===== config.mk =====
export PLATFORM = sky130hd
export DESIGN_NAME = uart_chan_regif
export DESIGN_NICKNAME = d
export VERILOG_FILES = /design/src/rtl/uart_regif_pkg.sv /design/src/rtl/uart_rst_sync.sv /design/src/rtl/uart_addr_decode.sv /design/src/rtl/uart_chan_regs.sv /design/src/rtl/uart_rdata_mux.sv /design/src/rtl/uart_chan_regif.sv
export SDC_FILE = /design/constraint.sdc
export NUM_CORES = 1
export LEC_CHECK = 0
export BUFFER_PORTS_ARGS = -buffer_cell sky130_fd_sc_hd__buf_4
export CORE_MARGIN = 2
export CORE_UTILIZATION = 60
export DETAILED_ROUTE_END_ITERATION = 10
export HOLD_SLACK_MARGIN = 0.1
export PLACE_DENSITY = 0.78
export SLEW_MARGIN = 10
export SYNTH_ARGS = -nofsm -noshare
export SYNTH_HDL_FRONTEND = slang
export SYNTH_HIERARCHICAL = 1
export SYNTH_SLANG_ARGS = --single-unit

===== constraint.sdc =====
create_clock -name clk -period 41.5 [get_ports clk]
set_input_delay 4.15 -clock clk [delete_from_list [all_inputs] [get_ports clk]]
set_output_delay 4.15 -clock clk [all_outputs]
set_load 0.02 [all_outputs]

===== src/rtl/uart_regif_pkg.sv =====
package uart_regif_pkg;

  localparam int unsigned WORD_W    = 32;
  localparam int unsigned BYTE_W    = 8;
  localparam int unsigned WIN_SHIFT = 14;

  localparam logic [WIN_SHIFT-1:0] OFF_CTRL      = 14'h000;
  localparam logic [WIN_SHIFT-1:0] OFF_LINE      = 14'h004;
  localparam logic [WIN_SHIFT-1:0] OFF_BAUD      = 14'h008;
  localparam logic [WIN_SHIFT-1:0] OFF_FIFOCTL   = 14'h00C;
  localparam logic [WIN_SHIFT-1:0] OFF_MODEMCTL  = 14'h010;
  localparam logic [WIN_SHIFT-1:0] OFF_TRSTAT    = 14'h014;
  localparam logic [WIN_SHIFT-1:0] OFF_FIFOSTAT  = 14'h018;
  localparam logic [WIN_SHIFT-1:0] OFF_ERRSTAT   = 14'h01C;
  localparam logic [WIN_SHIFT-1:0] OFF_MODEMSTAT = 14'h020;
  localparam logic [WIN_SHIFT-1:0] OFF_TXDATA    = 14'h024;
  localparam logic [WIN_SHIFT-1:0] OFF_RXDATA    = 14'h028;

  localparam logic [WORD_W-1:0] TRSTAT_RESET = 32'h0000_0006;
  localparam logic [WORD_W-1:0] TX_EMPTY_SET = 32'h0000_0006;
  localparam logic [1:0]        IRQ_MODE_PULSE = 2'b01;

  typedef enum logic [3:0] {
    REG_CTRL, REG_LINE, REG_BAUD, REG_FIFOCTL, REG_MODEMCTL,
    REG_TRSTAT, REG_FIFOSTAT, REG_ERRSTAT, REG_MODEMSTAT,
    REG_TXDATA, REG_RXDATA, REG_NONE
  } reg_sel_e;

  function automatic reg_sel_e offset_to_reg(input logic [WIN_SHIFT-1:0] off);
    reg_sel_e r;
    case (off)
      OFF_CTRL:      r = REG_CTRL;
      OFF_LINE:      r = REG_LINE;
      OFF_BAUD:      r = REG_BAUD;
      OFF_FIFOCTL:   r = REG_FIFOCTL;
      OFF_MODEMCTL:  r = REG_MODEMCTL;
      OFF_TRSTAT:    r = REG_TRSTAT;
      OFF_FIFOSTAT:  r = REG_FIFOSTAT;
      OFF_ERRSTAT:   r = REG_ERRSTAT;
      OFF_MODEMSTAT: r = REG_MODEMSTAT;
      OFF_TXDATA:    r = REG_TXDATA;
      OFF_RXDATA:    r = REG_RXDATA;
      default:       r = REG_NONE;
    endcase
    return r;
  endfunction

  function automatic logic reg_readable(input reg_sel_e r);
    return (r != REG_NONE) && (r != REG_TXDATA);
  endfunction

  function automatic logic reg_writable(input reg_sel_e r);
    return (r != REG_NONE) && (r != REG_RXDATA);
  endfunction

endpackage


===== src/rtl/uart_rst_sync.sv =====
module uart_rst_sync (
  input  logic clk,
  input  logic rst_n,
  output logic rst_n_sync
);
  logic [1:0] stage_q;

  always_ff @(posedge clk or negedge rst_n) begin
    if (!rst_n) stage_q <= 2'b00;
    else        stage_q <= {stage_q[0], 1'b1};
  end

  assign rst_n_sync = stage_q[1];
endmodule


===== src/rtl/uart_addr_decode.sv =====
module uart_addr_decode
  import uart_regif_pkg::*;
#(
  parameter int unsigned NUM_CH = 3,
  parameter int unsigned ADDR_W = 16
) (
  input  logic              bus_en,
  input  logic              bus_we,
  input  logic [ADDR_W-1:0] bus_addr,
  output logic [NUM_CH-1:0] ch_oh,
  output reg_sel_e          sel,
  output logic              wr_ok,
  output logic              rd_ok
);
  localparam int unsigned IDX_W = ADDR_W - WIN_SHIFT;

  logic [IDX_W-1:0]     idx;
  logic [WIN_SHIFT-1:0] off;
  logic                 ch_in_range;

  assign idx         = bus_addr[ADDR_W-1:WIN_SHIFT];
  assign off         = bus_addr[WIN_SHIFT-1:0];
  assign sel         = offset_to_reg(off);
  assign ch_in_range = int'(idx) < NUM_CH;

  for (genvar c = 0; c < NUM_CH; c++) begin : g_hit
    assign ch_oh[c] = (idx == IDX_W'(c));
  end

  assign wr_ok = bus_en &&  bus_we && ch_in_range && reg_writable(sel);
  assign rd_ok = bus_en && !bus_we && ch_in_range && reg_readable(sel);
endmodule


===== src/rtl/uart_chan_regs.sv =====
module uart_chan_regs
  import uart_regif_pkg::*;
(
  input  logic              clk,
  input  logic              rst_n,
  input  logic              wr_en,
  input  logic              rd_en,
  input  reg_sel_e          sel,
  input  logic [WORD_W-1:0] wdata,
  input  logic              rx_valid,
  input  logic [BYTE_W-1:0] rx_byte,
  output logic [WORD_W-1:0] rd_word,
  output logic              tx_stb,
  output logic              tx_irq
);
  logic [WORD_W-1:0] ctrl_q, line_q, baud_q, fifoctl_q, modemctl_q;
  logic [WORD_W-1:0] trstat_q, fifostat_q, errstat_q, modemstat_q;
  logic [WORD_W-1:0] ctrl_d, line_d, baud_d, fifoctl_d, modemctl_d;
  logic [WORD_W-1:0] trstat_d, fifostat_d, errstat_d, modemstat_d;
  logic [BYTE_W-1:0] rxbuf_q, rxbuf_d;
  logic              tx_stb_d, tx_irq_d;
  logic              bank_en;

  assign bank_en = wr_en || rd_en || rx_valid;

  always_comb begin
    ctrl_d      = ctrl_q;
    line_d      = line_q;
    baud_d      = baud_q;
    fifoctl_d   = fifoctl_q;
    modemctl_d  = modemctl_q;
    trstat_d    = trstat_q;
    fifostat_d  = fifostat_q;
    errstat_d   = errstat_q;
    modemstat_d = modemstat_q;
    rxbuf_d     = rxbuf_q;
    tx_stb_d    = 1'b0;
    if (wr_en) begin
      case (sel)
        REG_CTRL:      ctrl_d      = wdata;
        REG_LINE:      line_d      = wdata;
        REG_BAUD:      baud_d      = wdata;
        REG_FIFOCTL:   fifoctl_d   = wdata;
        REG_MODEMCTL:  modemctl_d  = wdata;
        REG_TRSTAT:    trstat_d    = wdata;
        REG_FIFOSTAT:  fifostat_d  = wdata;
        REG_ERRSTAT:   errstat_d   = wdata;
        REG_MODEMSTAT: modemstat_d = wdata;
        REG_TXDATA: begin
          trstat_d = trstat_q | TX_EMPTY_SET;
          tx_stb_d = 1'b1;
        end
        default: ;
      endcase
    end
    if (rd_en && sel == REG_RXDATA) begin
      trstat_d[0]   = 1'b0;
      fifostat_d[0] = 1'b0;
    end
    if (rx_valid) begin
      trstat_d[0]   = 1'b1;
      fifostat_d[0] = 1'b1;
      rxbuf_d       = rx_byte;
    end
    tx_irq_d = tx_stb_d && (ctrl_q[3:2] == IRQ_MODE_PULSE);
  end

  always_ff @(posedge clk or negedge rst_n) begin
    if (!rst_n) begin
      ctrl_q      <= '0;
      line_q      <= '0;
      baud_q      <= '0;
      fifoctl_q   <= '0;
      modemctl_q  <= '0;
      trstat_q    <= TRSTAT_RESET;
      fifostat_q  <= '0;
      errstat_q   <= '0;
      modemstat_q <= '0;
      rxbuf_q     <= '0;
    end else if (bank_en) begin
      ctrl_q      <= ctrl_d;
      line_q      <= line_d;
      baud_q      <= baud_d;
      fifoctl_q   <= fifoctl_d;
      modemctl_q  <= modemctl_d;
      trstat_q    <= trstat_d;
      fifostat_q  <= fifostat_d;
      errstat_q   <= errstat_d;
      modemstat_q <= modemstat_d;
      rxbuf_q     <= rxbuf_d;
    end
  end

  always_ff @(posedge clk or negedge rst_n) begin
    if (!rst_n) begin
      tx_stb <= 1'b0;
      tx_irq <= 1'b0;
    end else begin
      tx_stb <= tx_stb_d;
      tx_irq <= tx_irq_d;
    end
  end

  always_comb begin
    case (sel)
      REG_CTRL:      rd_word = ctrl_q;
      REG_LINE:      rd_word = line_q;
      REG_BAUD:      rd_word = baud_q;
      REG_FIFOCTL:   rd_word = fifoctl_q;
      REG_MODEMCTL:  rd_word = modemctl_q;
      REG_TRSTAT:    rd_word = trstat_q;
      REG_FIFOSTAT:  rd_word = fifostat_q;
      REG_ERRSTAT:   rd_word = errstat_q;
      REG_MODEMSTAT: rd_word = modemstat_q;
      REG_RXDATA:    rd_word = {{(WORD_W-BYTE_W){1'b0}}, rxbuf_q};
      default:       rd_word = '0;
    endcase
  end
endmodule


===== src/rtl/uart_rdata_mux.sv =====
module uart_rdata_mux
  import uart_regif_pkg::*;
#(
  parameter int unsigned NUM_CH = 3
) (
  input  logic                     clk,
  input  logic                     rst_n,
  input  logic                     rd_ok,
  input  logic [NUM_CH-1:0]        ch_oh,
  input  logic [NUM_CH*WORD_W-1:0] words,
  output logic [WORD_W-1:0]        rdata
);
  logic [NUM_CH:0][WORD_W-1:0] acc;
  logic [WORD_W-1:0]           rdata_d;

  assign acc[0] = '0;
  for (genvar c = 0; c < NUM_CH; c++) begin : g_or
    assign acc[c+1] = acc[c] | (ch_oh[c] ? words[c*WORD_W +: WORD_W] : '0);
  end
  assign rdata_d = acc[NUM_CH];

  always_ff @(posedge clk or negedge rst_n) begin
    if (!rst_n)     rdata <= '0;
    else if (rd_ok) rdata <= rdata_d;
  end
endmodule


===== src/rtl/uart_chan_regif.sv =====
module uart_chan_regif
  import uart_regif_pkg::*;
#(
  parameter int unsigned NUM_CH = 3,
  parameter int unsigned ADDR_W = 16
) (
  input  logic                     clk,
  input  logic                     rst_n,
  input  logic                     bus_en,
  input  logic                     bus_we,
  input  logic [ADDR_W-1:0]        bus_addr,
  input  logic [WORD_W-1:0]        bus_wdata,
  output logic [WORD_W-1:0]        bus_rdata,
  input  logic [NUM_CH-1:0]        rx_valid,
  input  logic [NUM_CH*BYTE_W-1:0] rx_byte,
  output logic [NUM_CH-1:0]        tx_stb,
  output logic [BYTE_W-1:0]        tx_byte,
  output logic [NUM_CH-1:0]        tx_irq
);
  logic                     rst_ni;
  logic [NUM_CH-1:0]        ch_oh;
  reg_sel_e                 sel;
  logic                     wr_ok, rd_ok;
  logic [NUM_CH*WORD_W-1:0] words;
  logic                     tx_load;

  uart_rst_sync rst_i (.clk(clk), .rst_n(rst_n), .rst_n_sync(rst_ni));

  uart_addr_decode #(.NUM_CH(NUM_CH), .ADDR_W(ADDR_W)) dec_i (
    .bus_en(bus_en), .bus_we(bus_we), .bus_addr(bus_addr),
    .ch_oh(ch_oh), .sel(sel), .wr_ok(wr_ok), .rd_ok(rd_ok)
  );

  for (genvar c = 0; c < NUM_CH; c++) begin : g_ch
    uart_chan_regs regs_i (
      .clk(clk), .rst_n(rst_ni),
      .wr_en(wr_ok && ch_oh[c]), .rd_en(rd_ok && ch_oh[c]),
      .sel(sel), .wdata(bus_wdata),
      .rx_valid(rx_valid[c]), .rx_byte(rx_byte[c*BYTE_W +: BYTE_W]),
      .rd_word(words[c*WORD_W +: WORD_W]),
      .tx_stb(tx_stb[c]), .tx_irq(tx_irq[c])
    );
  end

  uart_rdata_mux #(.NUM_CH(NUM_CH)) mux_i (
    .clk(clk), .rst_n(rst_ni), .rd_ok(rd_ok), .ch_oh(ch_oh),
    .words(words), .rdata(bus_rdata)
  );

  assign tx_load = wr_ok && (sel == REG_TXDATA);

  always_ff @(posedge clk or negedge rst_ni) begin
    if (!rst_ni)      tx_byte <= '0;
    else if (tx_load) tx_byte <= bus_wdata[BYTE_W-1:0];
  end
endmodule


=== Word level (Yosys, flattened, before mapping) ===
Index checks and enable logic that the tools add are counted.

* $lt $le $gt $ge: 1
* Equality and inequality tests: 31
* Mux-type cells: 33
* Bitwise logic cells: 3
* Reduce and logical (&&, ||, !) cells: 80

{| class="wikitable"
|+ Operators by type and width
! cell !! number
|-
| 32-bit one-hot mux with 10 select lines || 3
|-
| 32-bit two-way mux || 3
|-
| 3-bit AND reduction || 30
|-
| 32-bit bitwise OR || 2
|-
| 32-bit one-hot mux with 2 select lines || 1
|-
| 14-bit by 5-bit equality test with 1-bit output, second input constant || 4
|-
| 4-bit one-hot mux with 11 select lines || 1
|-
| 14-bit by 6-bit equality test with 1-bit output, second input constant || 3
|-
| 14-bit by 4-bit equality test with 1-bit output, second input constant || 2
|-
| 3-bit nonzero test || 9
|-
| 1-bit two-way mux || 25
|-
| 4-bit AND reduction || 6
|-
| 1-bit logical AND || 21
|-
| 4-bit by 3-bit equality test with 1-bit output, second input constant || 4
|-
| 14-bit by 3-bit equality test with 1-bit output, second input constant || 1
|-
| 14-bit logical NOT || 1
|-
| 4-bit equality test, second input constant || 3
|-
| 4-bit inequality test, second input constant || 3
|-
| 3-bit by 2-bit inequality test with 1-bit output, second input constant || 3
|-
| 2-bit by 1-bit equality test with 1-bit output, second input constant || 4
|-
| 4-bit by 2-bit equality test with 1-bit output, second input constant || 2
|-
| 1-bit logical OR || 6
|-
| 2-bit AND reduction || 3
|-
| 4-bit by 1-bit equality test with 1-bit output, second input constant || 1
|-
| 7 further kinds || 7
|}

* Register bits after elaboration: 936
* Input port bits: 79
* Output and inout bits: 46
* Word-level logic and storage cells: 196

=== Depth between registers and ports, before layout ===
Gate-level depths: netlist of the first run.

* Word-level depth: 9
* Mapped depth: 12
* Gate-level depth less buffers: 9

=== Modules after synthesis ===
Netlist of the first run, hierarchy kept.

{| class="wikitable"
|+ By module, submodules not included
! module !! times used !! cells each !! area each (um^2) !! sequential area each (um^2)
|-
| uart_chan_regs || 3 || 950 || 13,320.3 || 7,459.7
|-
| uart_rdata_mux || 1 || 144 || 1,515.2 || 800.8
|-
| uart_chan_regif || 1 || 24 || 381.6 || 200.2
|-
| uart_addr_decode || 1 || 20 || 123.9 || 0.0
|-
| uart_rst_sync || 1 || 3 || 53.8 || 50.0
|}

=== Worst setup path before layout of the first run ===
OpenSTA, ideal clock, no wires.

* Path type: input-to-reg
* Start point: input bus_addr[1]
* End point: register mux_i.rdata[13]
* Setup time: 0.137 ns
* Arrival: 7.860 ns
* Data required time: 41.363 ns
* Slack: 33.503 ns
* Cell stages on the path: 9
* Buffers on the path: 2
* Path through: or4_4 nor4b_1 buf_2 buf_2 nor3_1 a222oi_1 o221ai_1 a222oi_1 a21oi_1

* Word-level cells in the longest chain between the ends: 7
* Elaborated cells between the ends (all ways): 34
* Those cells by class: eq/ne (21); mux (7); bitwise (2); reduce/logical (4)

{| class="wikitable"
|+ RTL lines
! what !! RTL line !! text
|-
| from (decl) || uart_chan_regif.sv:11 || <nowiki>input logic [ADDR_W-1:0] bus_addr,</nowiki>
|-
| 14-bit by 6-bit equality test with 1-bit output (tied with other cells) || uart_regif_pkg.sv:31 || <nowiki>case (off)</nowiki>
|-
| 4-bit one-hot mux with 11 select lines (*) || uart_regif_pkg.sv:31 ||
|-
| via sel[2] || uart_chan_regif.sv:22 || <nowiki>reg_sel_e sel;</nowiki>
|-
| 4-bit equality test (tied with other cells) || uart_chan_regs.sv:105 || <nowiki>case (sel)</nowiki>
|-
| 32-bit one-hot mux with 10 select lines (*) || uart_chan_regs.sv:105 ||
|-
| via words[13] || uart_chan_regif.sv:24 || <nowiki>logic [NUM_CH*WORD_W-1:0] words;</nowiki>
|-
| 32-bit two-way mux (*) || uart_rdata_mux.sv:18 || <nowiki>assign acc[c+1] = acc[c] | (ch_oh[c] ? words[c*WORD_W +: WORD_W] : '0);</nowiki>
|-
| 32-bit bitwise OR (*) (2 in series) || uart_rdata_mux.sv:18 ||
|-
| to (signal assigned) || uart_rdata_mux.sv:24 || <nowiki>else if (rd_ok) rdata <= rdata_d;</nowiki>
|-
| to (decl) || uart_rdata_mux.sv:11 || <nowiki>output logic [WORD_W-1:0] rdata</nowiki>
|}

The timed path passes the listed nets; every way through them passes the cells marked *.
A chain may end at the register's enable or synchronous reset.

=== Worst setup path in the final report of the first run ===
* Start point: input bus_addr[9]
* End point: register g_ch[0].regs_i.ctrl_q[13]

* Word-level cells in the longest chain between the ends: 9
* Elaborated cells between the ends (all ways): 25
* Those cells by class: eq/ne (13); mux (1); reduce/logical (11)

{| class="wikitable"
|+ RTL lines
! what !! RTL line !! text
|-
| 14-bit by 6-bit equality test with 1-bit output (tied with other cells) || uart_regif_pkg.sv:31 ||
|-
| 4-bit one-hot mux with 11 select lines (*) || uart_regif_pkg.sv:31 ||
|-
| via sel[1] || uart_chan_regif.sv:22 ||
|-
| 4-bit inequality test (on tied branches) || uart_regif_pkg.sv:49, uart_regif_pkg.sv:53 ||
|-
| 1-bit logical AND (on tied branches) || uart_regif_pkg.sv:53, uart_regif_pkg.sv:49 ||
|-
| 1-bit logical AND (on tied branches) || uart_addr_decode.sv:30, uart_addr_decode.sv:31 ||
|-
| 1-bit logical AND || uart_chan_regif.sv:37 || <nowiki>.wr_en(wr_ok && ch_oh[c]), .rd_en(rd_ok && ch_oh[c]),</nowiki>
|-
| 1-bit logical OR (2 in series) || uart_chan_regs.sv:24 || <nowiki>assign bank_en = wr_en || rd_en || rx_valid;</nowiki>
|-
| 3-bit AND reduction (no source line) (*) || n/a ||
|-
| to (signal assigned) || uart_chan_regs.sv:81 || <nowiki>ctrl_q <= ctrl_d;</nowiki>
|-
| to (decl) || uart_chan_regs.sv:16 || <nowiki>logic [WORD_W-1:0] ctrl_q, line_q, baud_q, fifoctl_q, modemctl_q;</nowiki>
|}

Marks and branches as above.

==> impl_metrics.toml, run 1 <==
[die]
start_util = 0.603
io_pins = 125
num_rows = 97
die_y_um = 269
die_width_um = 269
fp.coreArea_um2 = 69700
die_area_um2 = 72200

[global_routing]
grt_pass1_vias = 29300
overflow = 0
use_met2 = 0.519
grt-busiest-layer = "met2"
use_met1 = 0.448
grt_max_degree = 189
grt_use_total = 0.329
grtUsageMet3 = 0.0664
antenna_found_initial = 7
grt_pass1_wl_um = 179000

[sta]
min_period_ns = 8.70
setup_ws_ns = 32.80
setup_tns_ns = 0
fin_crit_sh = 0.210
hold_violations = 0
maxSlewViolCount = 0
timing.hold.ws_ns = 0.348
max_slew.worst_pin.slew_ns = 1.37
slew-limit-headroom = 0.0833
final.setup_skew_ns = 0.0292
rsz0062_at_grt = "no"
setup_viol = 0
max_freq_ghz = 0.115

[yosys]
ys_ff_latch = 936
yosysUniqueCellTypes = 54
syn_area_um2 = 42000
seq_area_frac_synth = 0.557
synthFlopType = "dfrtp_1"
syn_inst = 3041
avgSynthCellArea_um2 = 13.8
synthArstFlopShare = 1.00
synth.net_count = 3120
yosysWarnings = 6
synth-edff-count = 0

[placed_design]
place_congestion = 0.852
port-buffer-count = 124
placement.setup.worst_slack_ns = 32.36
hpwl_um = 72000
placed_cells = 3936
dpl_cell_area_um2 = 43700

[worst_setup_path]
cp-start-kind = "primary input"
r2r_slack_ns = 37.09
end_kind = "flop"
cp-endpoint = "g_ch[0].regs_i/ctrl_q[13]$_DFFE_PN0P_"
reg2reg_from = "rst_i/stage_q[1]$_DFF_PN0_"
crit_fanout = 117
crit_type = "in -> reg"
crit_required_ns = 42.01
ff2ff_path_depth = 4
critPathArrivalTime_ns = 9.21
timing.rr.end = "g_ch[0].regs_i/modemstat_q[26]$_DFFE_PN0P_"
worstSetupStartpoint = "bus_addr[9]"

[cts]
clk_path_buf_depth = 3
cts-buffers-inserted = 97
insertion_delay_ns = 0.65
cts_resized = 0
htree_levels = 3
cts_setup_buffers = 0
clk_pin_slew_ns = 0.06
clkSinkCount = 936
tritoncts = "done"
cts_root_buf = "clkbuf_16"
postCtsHoldBufs = 0

[power]
power.total_mw = 1.88
p_per_area_nw_per_um2 = 39.9
peakVddDrop_uv = 27.1
leakage_nw = 23.6

[detailed_routing]
ant_nets = 0
drtPass1Iterations = 6
num_vias = 28100
drtIter0Drc = 3000
routed_wl_um = 118000
wl_per_cell_um = 28.6
drc = 0
viasPerCell = 6.83

[layout]
drive_above_1_share = 0.402
area.growth.synth_to_final_pct = 11.9
fin_cells = 4119
postLayoutCoreUtil = 0.675
nets = 3174
final_area_um2 = 47100

[hold_path]
hold_class = "reg -> reg"

[run]
maxCapViolations = 0

[run_status]
status = "complete, no violations"
-- Yosys cell counts, types with 6 or more instances --
cell        n  area (µm²)
a32oi_1     9        78.8
o21ai_0    10        50.1
nor2_1     86         323
nand2b_1    6        37.5
o22ai_1    45         282
or3_1      12        75.1
a221oi_1    9        78.8
a22o_1     51         447
dfstp_2     6         158
mux2_2    867        9760
nor2_2      9        56.3
mux2_4      8         120
o211ai_1   18         135
and2_1     13        81.3
a22oi_1   138        1040
nand4_1     7        43.8
o32ai_1    12         105
nor3_1     16        80.1
inv_1       6        22.5
o21bai_1    6        45.0
buf_2     148         741
dfrtp_1   930       23300
nand3_1    27         135
buf_6       9         101
mux2_1     42         473
and3_1      6        37.5
mux2i_1   177        1770
nand3b_1    6        45.0
nor2b_1    23         144
a21oi_1    77         385
nand2_1    20        75.1
a222oi_1   56         561
clkbuf_1   60         225
buf_4       6        45.0
o221ai_1   54         473
o22a_1     18         158
a31oi_1    12        75.1
nor3b_1     6        45.0
-- worst max-delay path, stage by stage --
cell and delay (ns):
buf_4 0.11, nor4_1 0.39, nand2_1 0.19, or4_4 0.94, buf_12 0.48, nor2_2 0.95
nand3_2 1.16, mux2_2 0.64
-- flip-flops by register name, indices dropped and copies added (netlist names) --
| signal | flops |
|---|---|
| g_ch.regs_i/fifostat_q | 96 |
| rst_i/stage_q | 2 |
| g_ch.regs_i/trstat_q | 96 |
| tx_byte | 8 |
| g_ch.regs_i/ctrl_q | 96 |
| g_ch.regs_i/rxbuf_q | 24 |
| g_ch.regs_i/tx_irq | 3 |
| g_ch.regs_i/modemstat_q | 96 |
| mux_i/rdata | 32 |
| g_ch.regs_i/line_q | 96 |
| g_ch.regs_i/tx_stb | 3 |
| g_ch.regs_i/baud_q | 96 |
| g_ch.regs_i/fifoctl_q | 96 |
| g_ch.regs_i/errstat_q | 96 |
| g_ch.regs_i/modemctl_q | 96 |
-- cells in the final DEF (no fill, tap or decap), types with 7 or more instances in the layout --
master and instances:
nor2_1 78, o211ai_1 18, a22oi_1 138, a31oi_1 12, mux2_1 42, buf_4 174, nand3_1 15, nor2_4 9
nand2_1 20, clkinv_2 14, o22a_1 18, o32ai_1 12, bufinv_16 10, o221ai_1 54, nor3_1 12, clkbuf_8 31
nand4_1 7, a222oi_1 56, and2_1 13, a22o_1 51, mux2i_1 177, or3_1 12, clkbuf_16 97, o22ai_1 45
nor2b_1 18, a21oi_1 77, o21ai_0 10, nor2_2 8, mux2_2 867, nand3_2 12, clkbuf_1 18, a221oi_1 9
dfrtp_1 929, a32oi_1 9, mux2_4 8
-- metal layers --
| metal | up-vias | share of wire |
|---|---|---|
| met5 | - | 0.00020 |
| met1 | 14900 | 0.40 |
| met4 | 4 | 0.039 |
| met2 | 1330 | 0.47 |
| li1 | 11600 | - |
| met3 | 319 | 0.087 |
-- worst min-delay path by stage --
stage / slack, ns / start / cells after the start / endpoint
detailed placement: 0.34 / rst_i/stage_q[0]$_DFF_PN0_ / 0 / rst_i/stage_q[1]$_DFF_PN0_
finish: 0.35 / rst_i/stage_q[0]$_DFF_PN0_ / 0 / rst_i/stage_q[1]$_DFF_PN0_
global placement: 0.34 / rst_i/stage_q[0]$_DFF_PN0_ / 0 / rst_i/stage_q[1]$_DFF_PN0_
CTS: 0.35 / rst_i/stage_q[0]$_DFF_PN0_ / 0 / rst_i/stage_q[1]$_DFF_PN0_
floorplan: 0.33 / rst_i/stage_q[0]$_DFF_PN0_ / 0 / rst_i/stage_q[1]$_DFF_PN0_
global route: 0.35 / rst_i/stage_q[0]$_DFF_PN0_ / 0 / rst_i/stage_q[1]$_DFF_PN0_
-- cells by family (layout without fill, tap and decap cells) --
family,Yosys count,count (layout),share of synthesized area
muxes,1094,1094,0.289
DFF,936,936,0.557
AOI/OAI and AO/OA,523,523,0.0947
and+or+nand+nor,258,258,0.0323
buffers and inverters,229,363,0.0270
other,1,5,0.0000892
-- final cells by class --
cell class | instances | area, µm²
multi-input cells | 1876 | 17700
clock buffers | 146 | 2920
diodes | 4 | 10.0
fillers | 4839 | 22600
repair buffers | 178 | 1370
clock inverters | 33 | 447
inverters | 6 | 22.5
flip-flops and latches | 936 | 23400
well taps | 940 | 1180
-- power breakdown --
part           internal [mW]  switching (mW)  leakage [nW]
registers              0.915         0.00361          13.0
clock network          0.548           0.360          1.66
logic                 0.0105          0.0385          8.93
total                   1.47           0.402          23.6
Power figures use the tool's default switching activity.
==> run 2: changes to the inputs <==
==> constraint.sdc (replaced) <==
create_clock -name clk -period 9 [get_ports clk]
set_input_delay 0.9 -clock clk [delete_from_list [all_inputs] [get_ports clk]]
set_output_delay 0.9 -clock clk [all_outputs]
set_load 0.02 [all_outputs]
==> impl_metrics.toml, run 2 (same netlist as run 1, synthesis figures left out) <==
[run_status]
status = "complete, no violations"

[cts]
insertion_delay_ns = 0.65
cts-buffers-inserted = 95
cts_resized = 0
clk_path_buf_depth = 3
postCtsHoldBufs = 1
clk_pin_slew_ns = 0.06
cts_setup_buffers = 0
cts_root_buf = "clkbuf_16"
htree_levels = 3
clkSinkCount = 936
tritoncts = "done"

[global_routing]
grt_max_degree = 200
grt_use_total = 0.330
grt_pass1_vias = 29100
grt_pass1_wl_um = 179000
antenna_found_initial = 3
overflow = 0

[power]
netSwitchingFraction = 0.221
seq_power_share = 0.508
p_clk_frac = 0.464
power_switching_mw = 1.84
peakVddDrop_uv = 151
p_per_area_nw_per_um2 = 179
leakage_nw = 23.4
combPwrFrac = 0.028
p_int_mw = 6.50

[worst_setup_path]
crit_fanout = 104
crit_type = "in -> reg"
cp_cell_sequence = "buf_4, nor4_1, nand2_1, or4_4, buf_12, nor2_2, nand3_2, mux2_2"
cp-endpoint = "g_ch[0].regs_i/ctrl_q[8]$_DFFE_PN0P_"
reg2reg_from = "rst_i/stage_q[1]$_DFF_PN0_"
ff2ff_path_depth = 2
cp_slowest_cell = "nand3_2"
timing.rr.end = "g_ch[0].regs_i/line_q[14]$_DFFE_PN0P_"
r2r_slack_ns = 6.31
worstSetupStartpoint = "bus_addr[9]"
crit_required_ns = 9.51
critPathArrivalTime_ns = 5.76
cp-start-kind = "primary input"
cp_slowest_stage_delay_ns = 1.07
end_kind = "flop"

[sta]
max_slew.worst_pin.slew_ns = 1.34
rsz0062_at_grt = "no"
maxSlewViolCount = 0
final.setup_skew_ns = 0.0224
hold_violations = 0
slew-limit-headroom = 0.103
fin_crit_sh = 0.583
min_period_ns = 5.24
max_freq_ghz = 0.191
setup_viol = 0
setup_tns_ns = 0

[layout]
n_antenna_cell = 0
postLayoutCoreUtil = 0.670
layout_common_cells = "929 x dfrtp_1, 867 x mux2_2, 177 x mux2i_1"
layout_commonest_cell = "dfrtp_1"
drive_above_1_share = 0.397
final_area_um2 = 46700
fill_cells = 4917
nets = 3163
area.growth.synth_to_final_pct = 11.1
seq_area_um2 = 23400
multi_input_area_um2 = 17700
fin_cells = 4100

[hold_path]
hold_class = "reg -> async"

[placed_design]
hpwl_um = 72700
port-buffer-count = 124
place_congestion = 0.864
placed_cells = 3925
dpl_cell_area_um2 = 43600

[die]
die_width_um = 269
num_rows = 97
fp.coreArea_um2 = 69700
start_util = 0.603
die_area_um2 = 72200
die_y_um = 269
io_pins = 125

[detailed_routing]
met3WireLength_um = 10900
viasPerCell = 6.85
routed_wl_um = 118000
met2WireLength_um = 56800
drtPass1Iterations = 8
drc = 0
ant_nets = 0
wl_per_cell_um = 28.8
drtIter0Drc = 3179
num_vias = 28100
top_layer = "met5"
drt-met1-wl_um = 45900

[run]
maxCapViolations = 0
==> run 2: worst min-delay path by stage <==
| stage | startpoint | endpoint | slack [ns] | cells past startpoint |
|---|---|---|---|---|
| floorplan | rst_i/stage_q[0]$_DFF_PN0_ | rst_i/stage_q[1]$_DFF_PN0_ | 0.33 | 0 |
| global placement | rst_i/stage_q[1]$_DFF_PN0_ | g_ch[2].regs_i/line_q[7]$_DFFE_PN0P_ | 0.31 | 0 |
| detailed placement | rst_i/stage_q[1]$_DFF_PN0_ | g_ch[2].regs_i/line_q[4]$_DFFE_PN0P_ | 0.32 | 0 |
| CTS | rst_i/stage_q[1]$_DFF_PN0_ | g_ch[2].regs_i/trstat_q[4]$_DFFE_PN0P_ | 0.33 | 0 |
| global route | rst_i/stage_q[1]$_DFF_PN0_ | g_ch[2].regs_i/line_q[7]$_DFFE_PN0P_ | 0.35 | 0 |
| finish | rst_i/stage_q[1]$_DFF_PN0_ | g_ch[2].regs_i/line_q[7]$_DFFE_PN0P_ | 0.30 | 0 |
==> run 2: stage by stage <==
step           setup WS, ns  power [mW]  hold WS (ns)
2_1_floorplan        0.0108        4.40         0.331
3_3_place_gp           3.26        4.53         0.309
3_5_place_dp           3.20        4.54         0.323
4_1_cts                3.89        8.38         0.327
5_1_grt                3.64        8.57         0.347
6_report               3.76        8.34         0.300
==> run 2: layout make-up <==
type                       instances  area share
clock inverter                    38     0.00686
multi-input combinational       1876       0.378
inverter                           6    0.000482
sequential                       936       0.502
clock buffer                     135      0.0585
timing repair buffer             169      0.0292
tap                              940      0.0252
==> run 2: metal layers <==
layer / track usage / vias to the layer above
met4: 0.125 / 2
met2: 0.537 / 1386
met3: 0.0709 / 296
met5: 0 / -
met1: 0.438 / 14800
li1: - / 11600
==> run 2: power by group through the flow <==
stage | clock (mW) | combinational (mW) | sequential [mW]
2_1_floorplan | 0 | 0.0354 | 4.36
3_3_place_gp | 0 | 0.223 | 4.31
3_5_place_dp | 0 | 0.232 | 4.31
4_1_cts | 3.92 | 0.233 | 4.24
5_1_grt | 4.09 | 0.253 | 4.23
6_report | 3.87 | 0.232 | 4.24
==> run 2: worst max-delay path: cells and delay by family <==
family,cells,cell delay [ns]
buffers and inverters,2,0.53
muxes,1,0.62
and+or+nand+nor,5,3.51
